[config.mk]
export PLATFORM = sky130hd
export DESIGN_NAME = spi_regmaster
export DESIGN_NICKNAME = d
export VERILOG_FILES = /design/src/rtl/spi_rm_pkg.sv /design/src/rtl/spi_rm_regs.sv /design/src/rtl/spi_rm_clkdiv.sv /design/src/rtl/spi_rm_shift.sv /design/src/rtl/spi_regmaster.sv
export SDC_FILE = /design/constraint.sdc
export NUM_CORES = 1
export LEC_CHECK = 0
export CELL_PAD_IN_SITES_DETAIL_PLACEMENT = 0
export CELL_PAD_IN_SITES_GLOBAL_PLACEMENT = 2
export CORE_MARGIN = 2
export CORE_UTILIZATION = 41
export DETAILED_ROUTE_END_ITERATION = 12
export DONT_BUFFER_PORTS = 1
export PLACE_DENSITY = 0.86
export SLEW_MARGIN = 20
export SYNTH_ARGS = -nofsm -noshare
export SYNTH_HDL_FRONTEND = slang
export SYNTH_HIERARCHICAL = 1
export SYNTH_SLANG_ARGS = --single-unit
[constraint.sdc]
create_clock -name clk -period 2.4 [get_ports clk]
set_clock_uncertainty 0.15 [all_clocks]
set_input_delay 0.36 -clock clk [delete_from_list [all_inputs] [get_ports clk]]
set_output_delay 0.36 -clock clk [all_outputs]
set_load 0.01 [all_outputs]
[src/rtl/spi_rm_pkg.sv]
package spi_rm_pkg;
  localparam int REG_W     = 32;
  localparam int START_BIT = 1;
  localparam int LOOP_BIT  = 3;
  localparam logic [REG_W-1:0] CTRL_RST = 32'h0000_0015;
  localparam int CTRL_OFS  = 0;
  localparam int DATA_OFS  = 4;
endpackage

[src/rtl/spi_rm_regs.sv]
module spi_rm_regs
  import spi_rm_pkg::*;
#(
  parameter int NUM_CS = 3,
  parameter int DIV_W  = 5,
  parameter int BITS   = 8,
  parameter int ADDR_W = 4
) (
  input  logic              clk,
  input  logic              rst_n,
  input  logic              sel,
  input  logic              we,
  input  logic [ADDR_W-1:0] addr,
  input  logic [REG_W-1:0]  wdata,
  input  logic              busy,
  input  logic [BITS-1:0]   rx_byte,
  output logic [REG_W-1:0]  rdata,
  output logic [NUM_CS-1:0] cs_lvl,
  output logic              loop_en,
  output logic [DIV_W-1:0]  div,
  output logic              start,
  output logic [BITS-1:0]   tx_byte
);
  localparam int DIV_LSB = REG_W - DIV_W;

  logic              hit_ctrl, hit_data, ctrl_wr, data_wr;
  logic [NUM_CS-1:0] cs_q, cs_d, cs_pick;
  logic              loop_q, loop_d;
  logic [DIV_W-1:0]  div_q, div_d;
  logic [BITS-1:0]   tx_q, tx_d;
  logic [REG_W-1:0]  ctrl_rd;
  logic              unused_wdata;

  assign unused_wdata = ^wdata;
  assign hit_ctrl = (addr == ADDR_W'(CTRL_OFS));
  assign hit_data = (addr == ADDR_W'(DATA_OFS));
  assign ctrl_wr  = sel & we & hit_ctrl & ~busy;
  assign data_wr  = sel & we & hit_data;
  assign start    = ctrl_wr & wdata[START_BIT];

  for (genvar i = 0; i < NUM_CS; i++) begin : g_cs_pick
    assign cs_pick[i] = wdata[2*i];
  end

  always_comb begin
    cs_d   = cs_q;
    loop_d = loop_q;
    div_d  = div_q;
    tx_d   = tx_q;
    if (ctrl_wr) begin
      cs_d   = cs_pick;
      loop_d = wdata[LOOP_BIT];
      div_d  = wdata[REG_W-1:DIV_LSB];
    end
    if (data_wr) begin
      tx_d = wdata[BITS-1:0];
    end
  end

  always_ff @(posedge clk or negedge rst_n) begin
    if (!rst_n) begin
      cs_q   <= '1;
      loop_q <= 1'b0;
      div_q  <= '0;
      tx_q   <= '0;
    end else begin
      cs_q   <= cs_d;
      loop_q <= loop_d;
      div_q  <= div_d;
      tx_q   <= tx_d;
    end
  end

  always_comb begin
    ctrl_rd = '0;
    for (int i = 0; i < NUM_CS; i++) ctrl_rd[2*i] = cs_q[i];
    ctrl_rd[START_BIT]           = busy;
    ctrl_rd[LOOP_BIT]            = loop_q;
    ctrl_rd[REG_W-1:DIV_LSB]     = div_q;
  end

  always_comb begin
    rdata = '0;
    if (hit_ctrl)      rdata = ctrl_rd;
    else if (hit_data) rdata[BITS-1:0] = rx_byte;
  end

  assign cs_lvl  = cs_q;
  assign loop_en = loop_q;
  assign div     = div_q;
  assign tx_byte = tx_q;
endmodule

[src/rtl/spi_rm_clkdiv.sv]
module spi_rm_clkdiv #(
  parameter int DIV_W = 5
) (
  input  logic             clk,
  input  logic             rst_n,
  input  logic             run,
  input  logic [DIV_W-1:0] div,
  output logic             tick
);
  logic [DIV_W-1:0] cnt_q, cnt_d;

  assign tick = run & (cnt_q == div);

  always_comb begin
    cnt_d = cnt_q;
    if (!run || tick) cnt_d = '0;
    else              cnt_d = cnt_q + 1'b1;
  end

  always_ff @(posedge clk or negedge rst_n) begin
    if (!rst_n) cnt_q <= '0;
    else        cnt_q <= cnt_d;
  end
endmodule

[src/rtl/spi_rm_shift.sv]
module spi_rm_shift #(
  parameter bit CPOL = 1'b0,
  parameter bit CPHA = 1'b0,
  parameter int BITS = 8
) (
  input  logic            clk,
  input  logic            rst_n,
  input  logic            start,
  input  logic            tick,
  input  logic [BITS-1:0] tx_byte,
  input  logic            loop_en,
  input  logic            miso,
  output logic            busy,
  output logic            sclk,
  output logic            mosi,
  output logic [BITS-1:0] rx_byte
);
  localparam int EDGES  = 2 * BITS;
  localparam int EDGE_W = $clog2(EDGES);

  logic              busy_q, busy_d;
  logic              sclk_q, sclk_d;
  logic [EDGE_W-1:0] edge_q, edge_d;
  logic [BITS-1:0]   tx_q, tx_d, rx_q, rx_d;
  logic              leading, last_edge, sample_now, shift_now, din;

  assign leading   = ~edge_q[0];
  assign last_edge = (edge_q == EDGE_W'(EDGES - 1));
  assign din       = loop_en ? tx_q[BITS-1] : miso;

  if (CPHA) begin : g_pha1
    assign sample_now = ~leading;
    assign shift_now  = leading & (edge_q != '0);
  end else begin : g_pha0
    assign sample_now = leading;
    assign shift_now  = ~leading;
  end

  always_comb begin
    busy_d = busy_q;
    sclk_d = sclk_q;
    edge_d = edge_q;
    tx_d   = tx_q;
    rx_d   = rx_q;
    if (start) begin
      busy_d = 1'b1;
      sclk_d = CPOL;
      edge_d = '0;
      tx_d   = tx_byte;
    end else if (busy_q && tick) begin
      sclk_d = ~sclk_q;
      edge_d = edge_q + 1'b1;
      if (sample_now) rx_d = {rx_q[BITS-2:0], din};
      if (shift_now)  tx_d = {tx_q[BITS-2:0], 1'b0};
      if (last_edge)  busy_d = 1'b0;
    end
  end

  always_ff @(posedge clk or negedge rst_n) begin
    if (!rst_n) begin
      busy_q <= 1'b0;
      sclk_q <= CPOL;
      edge_q <= '0;
      tx_q   <= '0;
      rx_q   <= '0;
    end else begin
      busy_q <= busy_d;
      sclk_q <= sclk_d;
      edge_q <= edge_d;
      tx_q   <= tx_d;
      rx_q   <= rx_d;
    end
  end

  assign busy    = busy_q;
  assign sclk    = sclk_q;
  assign mosi    = tx_q[BITS-1];
  assign rx_byte = rx_q;
endmodule

[src/rtl/spi_regmaster.sv]
module spi_regmaster
  import spi_rm_pkg::*;
#(
  parameter bit CPOL   = 1'b0,
  parameter bit CPHA   = 1'b0,
  parameter int NUM_CS = 3,
  parameter int DIV_W  = 5,
  parameter int ADDR_W = 4
) (
  input  logic              clk,
  input  logic              rst_n,
  input  logic              reg_sel,
  input  logic              reg_we,
  input  logic [ADDR_W-1:0] reg_addr,
  input  logic [31:0]       reg_wdata,
  output logic [31:0]       reg_rdata,
  output logic              sclk,
  output logic              mosi,
  input  logic              miso,
  output logic [NUM_CS-1:0] cs_lvl
);
  localparam int BITS = 8;

  logic             rst_meta, rst_sync_n;
  logic             busy_w, start_w, loop_w, tick_w;
  logic [DIV_W-1:0] div_val;
  logic [BITS-1:0]  tx_w, rx_w;

  always_ff @(posedge clk or negedge rst_n) begin
    if (!rst_n) begin
      rst_meta   <= 1'b0;
      rst_sync_n <= 1'b0;
    end else begin
      rst_meta   <= 1'b1;
      rst_sync_n <= rst_meta;
    end
  end

  spi_rm_regs #(.NUM_CS(NUM_CS), .DIV_W(DIV_W), .BITS(BITS), .ADDR_W(ADDR_W)) regs_i (
    .clk(clk), .rst_n(rst_sync_n), .sel(reg_sel), .we(reg_we), .addr(reg_addr),
    .wdata(reg_wdata), .busy(busy_w), .rx_byte(rx_w), .rdata(reg_rdata),
    .cs_lvl(cs_lvl), .loop_en(loop_w), .div(div_val), .start(start_w), .tx_byte(tx_w)
  );

  spi_rm_clkdiv #(.DIV_W(DIV_W)) div_i (
    .clk(clk), .rst_n(rst_sync_n), .run(busy_w), .div(div_val), .tick(tick_w)
  );

  spi_rm_shift #(.CPOL(CPOL), .CPHA(CPHA), .BITS(BITS)) shift_i (
    .clk(clk), .rst_n(rst_sync_n), .start(start_w), .tick(tick_w), .tx_byte(tx_w),
    .loop_en(loop_w), .miso(miso), .busy(busy_w), .sclk(sclk), .mosi(mosi), .rx_byte(rx_w)
  );
endmodule

==> Word level (Yosys, flattened, before mapping) <==
Cells that the tools add are included.
{ "totals": {"out_inout_bits": 37, "regBits": 46, "input_bits": 41, "word_cells": 52} }
{ "op_classes": {"reduce_logical": 10, "mux": 15, "eq_ne": 3, "bitwise": 10, "n_addsub": 2} }
{ "op_table": {"columns": ["cell", "count"], "rows": [
  ["8-bit two-way mux", 5],
  ["24-bit two-way mux", 1],
  ["4-bit two-way mux", 2],
  ["1-bit bitwise AND", 6],
  ["1-bit two-way mux", 6],
  ["2-bit nonzero test", 3],
  ["5-bit by 1-bit adder with 5-bit output (second input constant)", 1],
  ["5-bit == test", 1],
  ["5-bit two-way mux", 1],
  ["4-bit by 1-bit adder with 4-bit output (second input constant)", 1],
  ["4-bit by 3-bit == test with 1-bit output (second input constant)", 1],
  ["4-bit == test (second input constant)", 1],
  ["4-bit logical NOT", 1],
  ["1-bit NOT", 4],
  ["2-bit AND reduction", 2],
  ["3-bit AND reduction", 1],
  ["1-bit logical AND", 1],
  ["1-bit logical NOT", 1],
  ["1-bit logical OR", 1]
]} }

==> Longest topological paths before layout <==
Gate-level depths: netlist (run 1).
{ "depth": {"depth_word": 6, "depth_mapped": 8, "ltp_nobuf": 6} }

==> Modules after synthesis <==
The synthesis (run 1) kept the hierarchy.
{ "by_module_without_submodules": {"columns": ["module", "area_per_inst_um2", "seq_area_each_um2", "cells_per_inst", "instances"], "rows": [
  ["spi_rm_shift", 968.4, 550.5, 88, 1],
  ["spi_rm_regs", 939.7, 429.2, 75, 1],
  ["spi_rm_clkdiv", 284.0, 125.1, 28, 1],
  ["spi_regmaster", 53.8, 50.0, 3, 1]
]} }

==> Least setup slack after synthesis (run 1) <==
Ideal clock, no wire load.
{ "synth_path": {"kind": "flip-flop to flip-flop", "startpoint": "register div_i.cnt_q[0]", "endpoint": "register shift_i.rx_q[1], in the netlist shift_i/rx_byte[1]", "path_stages_with_launch": 7, "t_arrival_ns": 2.059, "setup_time_ns": 0.125, "period_less_slack_ns": 2.334, "slack_ns": 0.066, "n_path_buf": 1, "cell_sequence": "dfrtp_1 -> xnor2_1 -> nand4_2 -> nor3b_1 -> and4bb_1 -> buf_6 -> mux2_2"} }
{ "synth_via": {"elab_chain_len": 4} }
{ "synth_rtl": {"columns": ["element", "line", "text"], "rows": [
  ["start, declared", "spi_rm_clkdiv.sv:10", "logic [DIV_W-1:0] cnt_q, cnt_d;"],
  ["start signal, assigned", "spi_rm_clkdiv.sv:22", "else cnt_q <= cnt_d;"],
  ["5-bit == test", "spi_rm_clkdiv.sv:12", "assign tick = run & (cnt_q == div);"],
  ["1-bit bitwise AND", "spi_rm_clkdiv.sv:12", null],
  ["via tick_w", "spi_regmaster.sv:25", "logic busy_w, start_w, loop_w, tick_w;"],
  ["1-bit logical AND", "spi_rm_shift.sv:50", "end else if (busy_q && tick) begin"],
  ["3-bit AND reduction (no source line)", null, null],
  ["end signal, assigned", "spi_rm_shift.sv:71", "rx_q <= rx_d;"],
  ["end, declared", "spi_rm_shift.sv:24", "logic [BITS-1:0] tx_q, tx_d, rx_q, rx_d;"]
]} }
The timed path passes the listed nets, and every way through them passes these cells.
A chain may end at the register's enable or synchronous reset.

==> Worst setup path after layout (run 1) <==
{ "layout_path": {"startpoint": "register div_i.cnt_q[2]", "endpoint": "register shift_i.rx_q[3], in the netlist shift_i/rx_byte[3]"} }
The elaborated chain is that of the path after synthesis.

==> results_dict.tcl, run 1 <==
set metrics [dict create \
    tightest_slew_ns 0.959 \
    setup_viol 0 \
    grt.overflow.total 0 \
    ys.flop_type "dfrtp_1" \
    cp_max_fo 9 \
    switching_share_pct 30.6 \
    clkTransAtPathRegs_ns 0.08 \
    setup.worst_path.start "div_i/cnt_q[2]" \
    port_buffers 0 \
    core-area_um2 5200 \
    ant_nets 0 \
    reg2reg_setup_slack_ns 0.15 \
    p_sw_uw 615 \
    path_class "reg -> reg" \
    layout.cells.non_filler 271 \
    clockBufferDepth 2 \
    grt_pass1_vias 1473 \
    drt-initial-drc-count 108 \
    period_minus_slack_ns 2.25 \
    place_area_um2 2260 \
    ios 78 \
    powerDensity_nw_per_um2 853 \
    ys_warn_count 6 \
    syn2layout_area_growth_pct 5.07 \
    initial_core_util_pct 43.1 \
    synth_common_cells "dfrtp_1, mux2_2, buf_4" \
    grt_first_pass_wirelength_um 7110 \
    hold_path_class "in -> reg" \
    clock_latency_ns 0.29 \
    first_pass_iters 3 \
    drive_above_1_share_pct 24.4 \
    synth_cell_types 38 \
    power_frac_clock_pct 23.4 \
    cts_tree "yes" \
    maxSlewHeadroom_pct 36.1 \
    grt_max_degree 45 \
    dp.cells 262 \
    die_h_um 78.0 \
    dr_total_vias 1324 \
    finalHoldViolCount 0 \
    avgSynthCellArea_um2 11.6 \
    cap_viol_max_count 0 \
    num_rows 26 \
    p_comb_share_pct 18.6 \
    insertedDiodeCount 0 \
    whs_ns 0.0681 \
    ys_ff_latch 46 \
    netlist_instances 194 \
    endpoint "shift_i/rx_byte[3]" \
    reg2reg_depth 5 \
    fillers 525 \
    rsz0062_at_grt "false" \
    slew_violations 0 \
    cp.required_ns 2.42 \
    cts_resized 0 \
    min_path_cells 1 \
    cts_max_level 2 \
    fin_area_um2 2360 \
    wl_um 4120 \
    status "complete, no violations" \
    synthDominantCellAreaShare_pct 47.9 \
    crit_path_start_kind "flop" \
    synth-edff-count 0 \
    die_area_um2 6090 \
    p_leak_uw 0.00109 \
    worstPathArrival_ns 2.27 \
    peakVddDrop_uv 426 \
    p_total_uw 2010 \
    cts.sink_count 46 \
    worst_r2r_startpoint "div_i/cnt_q[2]" \
    fp.dieW_um 78.0 \
    seqPwrFrac_pct 58.0 \
    power.internal_uw 1400 \
    cp-end-kind "flop" \
    grt_use_total_pct 14.9 \
    cts_buffers 5 \
    reg2reg_to "shift_i/rx_byte[3]" \
    synth.area.top_cells "dfrtp_1, mux2_2, buf_4, a21oi_1, dfstp_2" \
    async_reset_ff_share_pct 100 \
    syn-cell-area_um2 2250 \
    finalNetCount 243 \
    antenna_found_initial 0 \
    tns_ns 0 \
    clockRootBuffer "clkbuf_8" \
    synth_area_leader_cell "dfrtp_1" \
    drcViolationCount 0 \
    fmax_mhz 444 \
    wire_per_inst_um 15.2 \
    seq_area_frac_synth_pct 51.4 \
    post-dp-hpwl_um 3020 \
    gp_congestion 0.753 \
    fin_crit_sh_pct 93.8 \
    viasPerCell 4.89 \
    synthMostInstantiatedCell "dfrtp_1" \
]
[per-stage QoR]
| step | worst slack [ns] | utilization, % |
|---|---|---|
| floorplan | 0.0664 | - |
| global placement | 0.213 | 43.4 |
| detailed placement | 0.141 | 43.4 |
| CTS | 0.126 | 45.3 |
| global route | 0.0137 | 45.3 |
| finish | 0.148 | 45.3 |
[worst max-delay path: stages (launching register included)]
cell      delay [ns]
dfrtp_1         0.44
xnor2_1         0.20
nand4_2         0.17
nor3b_1         0.28
and4bb_1        0.50
mux2_2          0.39
[cells in the final DEF, fill, tap and decap left out, drive strengths merged]
master       Yosys  routed
nor2b            7       7
dfstp            3       3
nor3b            1       1
nor4             1       1
a21o             1       1
and4b            1       1
and3             2       2
mux2            24      24
clkinv           0       1
nor4b            1       1
mux2i            1       1
clkbuf           2       7
a21boi           1       1
nand3            5       5
conb             2      20
o21ai            4       4
inv              2       2
a22o             5       5
o211ai           1       1
a21oi           17      17
ha               2       2
xnor2            5       5
nand2           12      12
or3              1       1
nor2             9       9
xor2             5       5
buf             24       6
dfrtp           43      43
and2             9       9
and4bb           1       1
nand4            2       2
dlygate4sd3      0       1
[what timing repair did]
| item | CTS | global route |
|---|---|---|
| hold buffers | 1 | 0 |
| endpoints found under the hold margin | 2 | 0 |
| setup buffers | 0 | 0 |
[worst min path at each step]
stage | start | endpoint | slack, ns
global placement | rst_n | rst_meta | -0.09
global route | reg_wdata[27] | regs_i/div[0] | 0.05
CTS | reg_wdata[27] | regs_i/div[0] | 0.06
floorplan | rst_n | rst_meta | -0.09
finish | reg_wdata[0] | regs_i/tx_byte[0] | 0.07
detailed placement | rst_n | rst_meta | -0.09
[cell type report]
| type | instances | area (um^2) | area share (%) |
|---|---|---|---|
| Tap cell | 70 | 87.6 | 3.71 |
| Clock inverter | 1 | 5.00 | 0.212 |
| Inverter | 2 | 7.51 | 0.318 |
| Clock buffer | 7 | 86.3 | 3.66 |
| Multi-Input combinational cell | 138 | 962 | 40.8 |
| Sequential cell | 46 | 1160 | 49.0 |
| Timing Repair Buffer | 7 | 55.1 | 2.33 |
[layer usage]
| metal | vias up | part of all wire, % | global-route usage [%] |
|---|---|---|---|
| li1 | 636 | - | - |
| met1 | 663 | 43 | 17.4 |
| met2 | 23 | 52 | 26.0 |
| met3 | 2 | 4.3 | 4.48 |
| met4 | 0 | 0.70 | 4.91 |
| met5 | - | 0 | 0 |
[registers in the layout, indices dropped and copies added (netlist names)]
register         flops
regs_i/tx_byte       8
shift_i/rx_byte      8
shift_i/tx_q         8
div_i/cnt_q          5
regs_i/div           5
shift_i/edge_q       4
regs_i/cs_lvl        3
regs_i/loop_en       1
rst_meta             1
rst_sync_n           1
shift_i/busy         1
shift_i/sclk         1
[cell families after synthesis]
group           count (synthesis)  synth area share [%]
other cells                     2                 0.334
xor+xnor                       10                  3.90
buf+inv                        28                  8.75
mux                            25                  12.5
compound gates                 29                  7.80
flops                          46                  51.4
simple gates                   52                  14.2
fa+ha+maj                       2                  1.11
[power groups by stage]
stage	registers, uW	logic [uW]	clock network [uW]
after floorplan	1140	319	0
after global placement	1170	353	0
after detailed placement	1180	378	0
after CTS	1170	381	495
after global routing	1200	432	528
final	1170	374	471
Note: power is estimated with default switching activity, not from simulation.
==> run 2, diff against run 1 <==
--- a/config.mk
+++ b/config.mk
@@ -11,7 +11,7 @@
 export CORE_UTILIZATION = 41
 export DETAILED_ROUTE_END_ITERATION = 12
 export DONT_BUFFER_PORTS = 1
-export PLACE_DENSITY = 0.86
+export PLACE_DENSITY_LB_ADDON = 0.1
 export SLEW_MARGIN = 20
 export SYNTH_ARGS = -nofsm -noshare
 export SYNTH_HDL_FRONTEND = slang
==> run 2 against run 1 <==
Die area unchanged. Global-route usage grew 0.15 points. Sequential power about the same. Register-to-register slack gained 0.06 ns. Count of clock-buffer cells in the layout unchanged. Utilization unchanged. Clock power up 2%. Hold slack worse by 0.0080 ns. Critical path type unchanged.
==> results_dict.tcl, run 2 (same netlist as run 1, synthesis figures left out) <==
set metrics [dict create \
    status "complete, no violations" \
    period_minus_slack_ns 2.19 \
    reg2reg_setup_slack_ns 0.21 \
    cp.required_ns 2.47 \
    cap_viol_max_count 0 \
    setup.worst_path.start "div_i/cnt_q[2]" \
    p_leak_uw 0.00108 \
    worstPathCellList "xnor2_1 -> nand4_2 -> nor3b_1 -> buf_4 -> nand3_4 -> or3_1 -> a21oi_1" \
    cpPeakStageDelay_ns 0.44 \
    multiInputGateArea_um2 962 \
    grt_first_pass_wirelength_um 7050 \
    cp-end-kind "flop" \
    port_buffers 0 \
    post-dp-hpwl_um 3120 \
    cts_setup_buffers 0 \
    grt.overflow.total 0 \
    setup_viol 0 \
    grt_pass1_vias 1403 \
    cts_buffers 5 \
    grt_use_total_pct 15.0 \
    rsz0062_at_grt "false" \
    ios 78 \
    first_pass_iters 4 \
    cp_top_family "simple AND/OR/NAND/NOR gates" \
    insertedDiodeCount 0 \
    worstPathArrival_ns 2.26 \
    finalHoldViolCount 0 \
    endpoint "shift_i/edge_q[3]" \
    hold_path_class "in -> reg" \
    seq_area_um2 1160 \
    syn2layout_area_growth_pct 5.07 \
    die_h_um 78.0 \
    cp.depth 7 \
    drcViolationCount 0 \
    cts.sink_count 46 \
    num_rows 26 \
    drive_above_1_share_pct 24.9 \
    die_area_um2 6090 \
    fillers 495 \
    crit_buf_inv 1 \
    cts_max_level 2 \
    antenna_found_initial 0 \
    clockBufferDepth 2 \
    tightest_slew_ns 0.930 \
    fin_area_um2 2360 \
    clkTransAtPathRegs_ns 0.09 \
    finalNetCount 243 \
    reg2reg_depth 7 \
    maxSlewHeadroom_pct 38.0 \
    final_cell_mix "dfrtp_1, mux2_2, conb_1, a21oi_1, nand2_1" \
    core-area_um2 5200 \
    wl_um 4180 \
    worst_r2r_startpoint "div_i/cnt_q[2]" \
    critPathSlowestCell "dfrtp_1" \
    fmax_mhz 457 \
    fin_crit_sh_pct 91.2 \
    path_class "reg -> reg" \
    slew_violations 0 \
    viasPerCell 4.93 \
    dr_total_vias 1337 \
    peakVddDrop_uv 404 \
    cts_tree "yes" \
    powerDensity_nw_per_um2 851 \
    layout_commonest_cell "dfrtp_1" \
    cp_max_fo 10 \
    tns_ns 0 \
    wire_per_inst_um 15.4 \
    reg2reg_to "shift_i/edge_q[3]" \
    clock_latency_ns 0.29 \
    grt_max_degree 45 \
    gp_congestion 0.729 \
    clockRootBuffer "clkbuf_8" \
    ant_nets 0 \
    drt-initial-drc-count 64 \
    initial_core_util_pct 43.1 \
    fin_util_pct 45.3 \
    crit_path_start_kind "flop" \
    fp.dieW_um 78.0 \
    p_total_uw 2010 \
    place_area_um2 2260 \
]
==> run 2: cell counts in the layout (fill, tap and decap cells not counted) <==
No cell type changed its count.
==> run 2: worst register-to-register path: stages, from the launching register on <==
cell and delay, ns:
dfrtp_1 0.44, xnor2_1 0.18, nand4_2 0.17, nor3b_1 0.32, buf_4 0.21, nand3_4 0.14, or3_1 0.38, a21oi_1 0.14
==> run 2: layout make-up <==
cell class / count / share of cell area, %
clock buffers: 7 / 3.66
clock inverters: 1 / 0.212
inverters: 2 / 0.318
multi-input cells: 138 / 40.8
flip-flops and latches: 46 / 49.0
well taps: 70 / 3.71
repair buffers: 7 / 2.33
==> run 2: how the worst min path moves through the flow <==
stage | from | end | slack, ns | cells past startpoint
2_1_floorplan | rst_n | rst_meta | -0.09 | 0
3_3_place_gp | rst_n | rst_sync_n | -0.09 | 0
3_5_place_dp | rst_n | rst_meta | -0.09 | 0
4_1_cts | reg_wdata[29] | regs_i/div[2] | 0.05 | 1
5_1_grt | reg_wdata[31] | regs_i/div[4] | 0.04 | 1
6_report | reg_wdata[29] | regs_i/div[2] | 0.06 | 1
==> run 2: through the flow <==
stage	std cells	worst slack, ns	hold slack [ns]
after global routing	271	0.0244	0.0401
after floorplan	212	0.0664	-0.0856
after CTS	271	0.108	0.0515
after detailed placement	262	0.142	-0.0855
final	271	0.210	0.0601
after global placement	262	0.190	-0.0855
==> run 2: per-layer routing <==
layer	GRT usage, %	vias up	wire length (um)
met3	5.17	6	228
met4	4.21	0	51
met5	0	-	0
met1	18.1	665	1720
met2	25.6	30	2180
li1	-	636	-
==> run 2: repair_timing <==
| item | in CTS | in global routing |
|---|---|---|
| hold endpoints to repair | 2 | 0 |
| hold buffers | 1 | 0 |
| setup endpoints to repair | 0 | 7 |
| resized for setup | 0 | 1 |
==> run 2: power by group <==
group	internal [uW]	switching, uW
Sequential	976	185
Combinational	186	181
Clock	233	246
Total	1390	612
==> run 3, diff against run 2 <==
--- a/config.mk
+++ b/config.mk
@@ -5,15 +5,15 @@
 export SDC_FILE = /design/constraint.sdc
 export NUM_CORES = 1
 export LEC_CHECK = 0
+export ABC_AREA = 1
 export CELL_PAD_IN_SITES_DETAIL_PLACEMENT = 0
 export CELL_PAD_IN_SITES_GLOBAL_PLACEMENT = 2
 export CORE_MARGIN = 2
-export CORE_UTILIZATION = 41
+export CORE_UTILIZATION = 38
 export DETAILED_ROUTE_END_ITERATION = 12
 export DONT_BUFFER_PORTS = 1
 export PLACE_DENSITY_LB_ADDON = 0.1
 export SLEW_MARGIN = 20
 export SYNTH_ARGS = -nofsm -noshare
 export SYNTH_HDL_FRONTEND = slang
-export SYNTH_HIERARCHICAL = 1
 export SYNTH_SLANG_ARGS = --single-unit
==> constraint.sdc (replaced) <==
create_clock -name clk -period 2.8 [get_ports clk]
set_clock_uncertainty 0.15 [all_clocks]
set_input_delay 0.42 -clock clk [delete_from_list [all_inputs] [get_ports clk]]
set_output_delay 0.42 -clock clk [all_outputs]
set_load 0.01 [all_outputs]
==> run 3 against run 2 <==
Combinational power fell by 83%. Sequential cell count stayed put. Register-to-register slack improved by 0.72 ns. Wire length is 20% higher. Largest cell class unchanged. Largest power group unchanged.
==> results_dict.tcl, run 3 <==
set metrics [dict create \
    final_cell_mix "nand2_1, dfrtp_1, nand3_1, inv_1, conb_1" \
    grt.overflow.total 0 \
    synthMostInstantiatedCell "nand2_1" \
    fin_crit_sh_pct 66.9 \
    syn2layout_area_growth_pct 3.55 \
    clock_latency_ns 0.29 \
    finalNetCount 344 \
    layout_commonest_cell "nand2_1" \
    critPathSlowestCell "dfrtp_1" \
    switching_share_pct 23.4 \
    drt-initial-drc-count 109 \
    cp_max_fo 12 \
    synth-simple-area-share_pct 30.3 \
    synth_cell_types 27 \
    hold_path_class "in -> reg" \
    antenna_found_initial 0 \
    ys_ff_latch 46 \
    seqPwrFrac_pct 59.4 \
    synth_top_family_by_area "simple AND/OR/NAND/NOR gates" \
    powerDensity_nw_per_um2 460 \
    layout_setup_ws_ns 0.927 \
    synth-edff-count 0 \
    first_pass_iters 6 \
    cts_tree "yes" \
    initial_core_util_pct 39.4 \
    async_reset_ff_share_pct 100 \
    synth_compound_area_share_pct 4.60 \
    cts_setup_buffers 0 \
    fmax_mhz 534 \
    power.internal_uw 913 \
    avgSynthCellArea_um2 8.36 \
    grt_pass1_vias 1762 \
    grt_first_pass_wirelength_um 8460 \
    cts_buffers 5 \
    wl_um 5000 \
    place_ws_ns 0.913 \
    grt_max_degree 27 \
    ys.flop_type "dfrtp_1" \
    clockBufferDepth 2 \
    gp_congestion 0.707 \
    drcViolationCount 0 \
    synthAdderAreaFrac_pct 1.00 \
    crit_buf_inv 1 \
    setup_viol 0 \
    fp.dieW_um 85.1 \
    yosys.area_share.xor_xnor_pct 2.10 \
    cpMostUsedCell "nand2_1" \
    crit_path_start_kind "flop" \
    worstPathCellList "inv_2 -> nand2_1 -> nand2_1 -> nor2_2 -> nand3_2 -> nor2_4 -> nand2_2 -> nand2_1 -> nand2_1" \
    ios 78 \
    drive_above_1_share_pct 14.2 \
    period_minus_slack_ns 1.87 \
    cts.sink_count 46 \
    clkTransAtPathRegs_ns 0.09 \
    synthMuxAreaShare_pct 2.55 \
    ant_nets 0 \
    tns_ns 0 \
    p_comb_share_pct 5.2 \
    cts_max_level 2 \
    p_sw_uw 278 \
    core-area_um2 6350 \
    rsz0062_at_grt "false" \
    p_total_uw 1190 \
    cpPeakStageDelay_ns 0.46 \
    cap_viol_max_count 0 \
    cp-end-kind "flop" \
    seq_area_frac_synth_pct 46.2 \
    synth_area_leader_cell "dfrtp_1" \
    power_frac_clock_pct 35.4 \
    wire_per_inst_um 13.2 \
    synth_common_cells "nand2_1, dfrtp_1, nand3_1" \
    viasPerCell 4.70 \
    path_class "reg -> reg" \
    netlist_instances 299 \
    die_area_um2 7240 \
    dr_total_vias 1782 \
    synthDominantCellAreaShare_pct 43.0 \
    post-dp-hpwl_um 3640 \
    worstPathArrival_ns 1.92 \
    clockRootBuffer "clkbuf_8" \
    syn-cell-area_um2 2500 \
    synth.area.top_cells "dfrtp_1, nand2_1, nand3_1, buf_4, inv_1" \
    die_h_um 85.1 \
    peakVddDrop_uv 258 \
    maxSlewHeadroom_pct 61.1 \
    grt_use_total_pct 14.8 \
    tightest_slew_ns 0.583 \
    insertedDiodeCount 0 \
    p_leak_uw 0.00139 \
    finalHoldViolCount 0 \
    cp_top_family "simple AND/OR/NAND/NOR gates" \
    cp.required_ns 2.84 \
    ys_warn_count 0 \
    num_rows 29 \
    slew_violations 0 \
    status "complete, no violations" \
    port_buffers 0 \
]
==> run 3: cell count changes after synthesis, sizes merged, moves of 3 or more <==
cell / delta
o21ai: +12
a21oi: -17
nand2: +74
nor2b: -7
nand3b: +5
inv: +35
mux2: -19
and2: -9
xnor2: -3
nor2: +13
nand3: +33
nand4: +3
==> run 3: repair_timing <==
| item | 4_1_cts | 5_1_grt |
|---|---|---|
| gates resized for setup | 0 | 0 |
| hold endpoints to repair | 2 | 0 |
| hold buffers | 1 | 0 |
==> run 3: worst reg2reg max path: cells and delay by family, from the launching register on <==
| family | cells | cell delay [ns] |
|---|---|---|
| flip-flops | 1 | 0.46 |
| buffers and inverters | 1 | 0.06 |
| AND/OR/NAND/NOR | 8 | 1.09 |
==> run 3: path summary, 6_finish.rpt <==
path	start	endpoint	slack (ns)	cells past startpoint
hold / removal	reg_wdata[31]	regs_i.div[4]	0.1	2
hold reg to reg	rst_sync_n	shift_i.rx_byte[5]	0.12	0
setup reg to reg	div_i.cnt_q[0]	shift_i.rx_byte[2]	0.93	9
min in group asynchronous	rst_sync_n	shift_i.rx_byte[5]	0.12	0
setup / recovery	div_i.cnt_q[0]	shift_i.rx_byte[2]	0.93	9
max in group asynchronous	rst_sync_n	shift_i.tx_q[6]	1.67	1
==> run 3: per-stage QoR <==
| step | utilization (%) | instance area (um^2) | std cells | hold WS (ns) |
|---|---|---|---|---|
| final | 40.8 | 2590 | 379 | 0.0957 |
| after global routing | 40.8 | 2590 | 379 | 0.0958 |
| after CTS | 40.8 | 2590 | 379 | 0.0864 |
| after detailed placement | 39.2 | 2490 | 370 | -0.0255 |
| after global placement | 39.2 | 2490 | 370 | -0.0256 |
| after floorplan | - | 2570 | 317 | -0.0256 |
==> run 3: layout make-up <==
type	instances	area, um^2
Fill cell	688	3760
Tap cell	77	96.3
Inverter	37	139
Sequential cell	46	1160
Timing Repair Buffer	2	17.5
Clock buffer	7	86.3
Clock inverter	1	5.00
Multi-Input combinational cell	209	1090
==> run 3: power by group through the flow <==
stage	combinational, uW	sequential [uW]	clock [uW]
after floorplan	70.7	718	0
after global placement	60.1	720	0
after detailed placement	61.4	721	0
after CTS	63.0	708	441
after global routing	71.5	712	461
final	61.9	707	422
==> run 3: kinds of logic (layout without fill, tap and decap cells) <==
family / Yosys count / count (layout)
AND/OR/NAND/NOR: 156 / 156
buffers and inverters: 62 / 47
flip-flops: 46 / 46
AO/OA/AOI/OAI: 20 / 20
XOR/XNOR: 6 / 6
multiplexers: 5 / 5
adder cells (fa/ha/maj): 2 / 2
other: 2 / 20
==> run 3: per-layer routing <==
layer	GRT usage, %	part of all wire, %	vias to the layer above
met2	23.2	45	38
met3	3.60	4.2	4
met5	0	0	-
li1	-	-	908
met1	20.4	49	832
met4	4.47	1.1	0
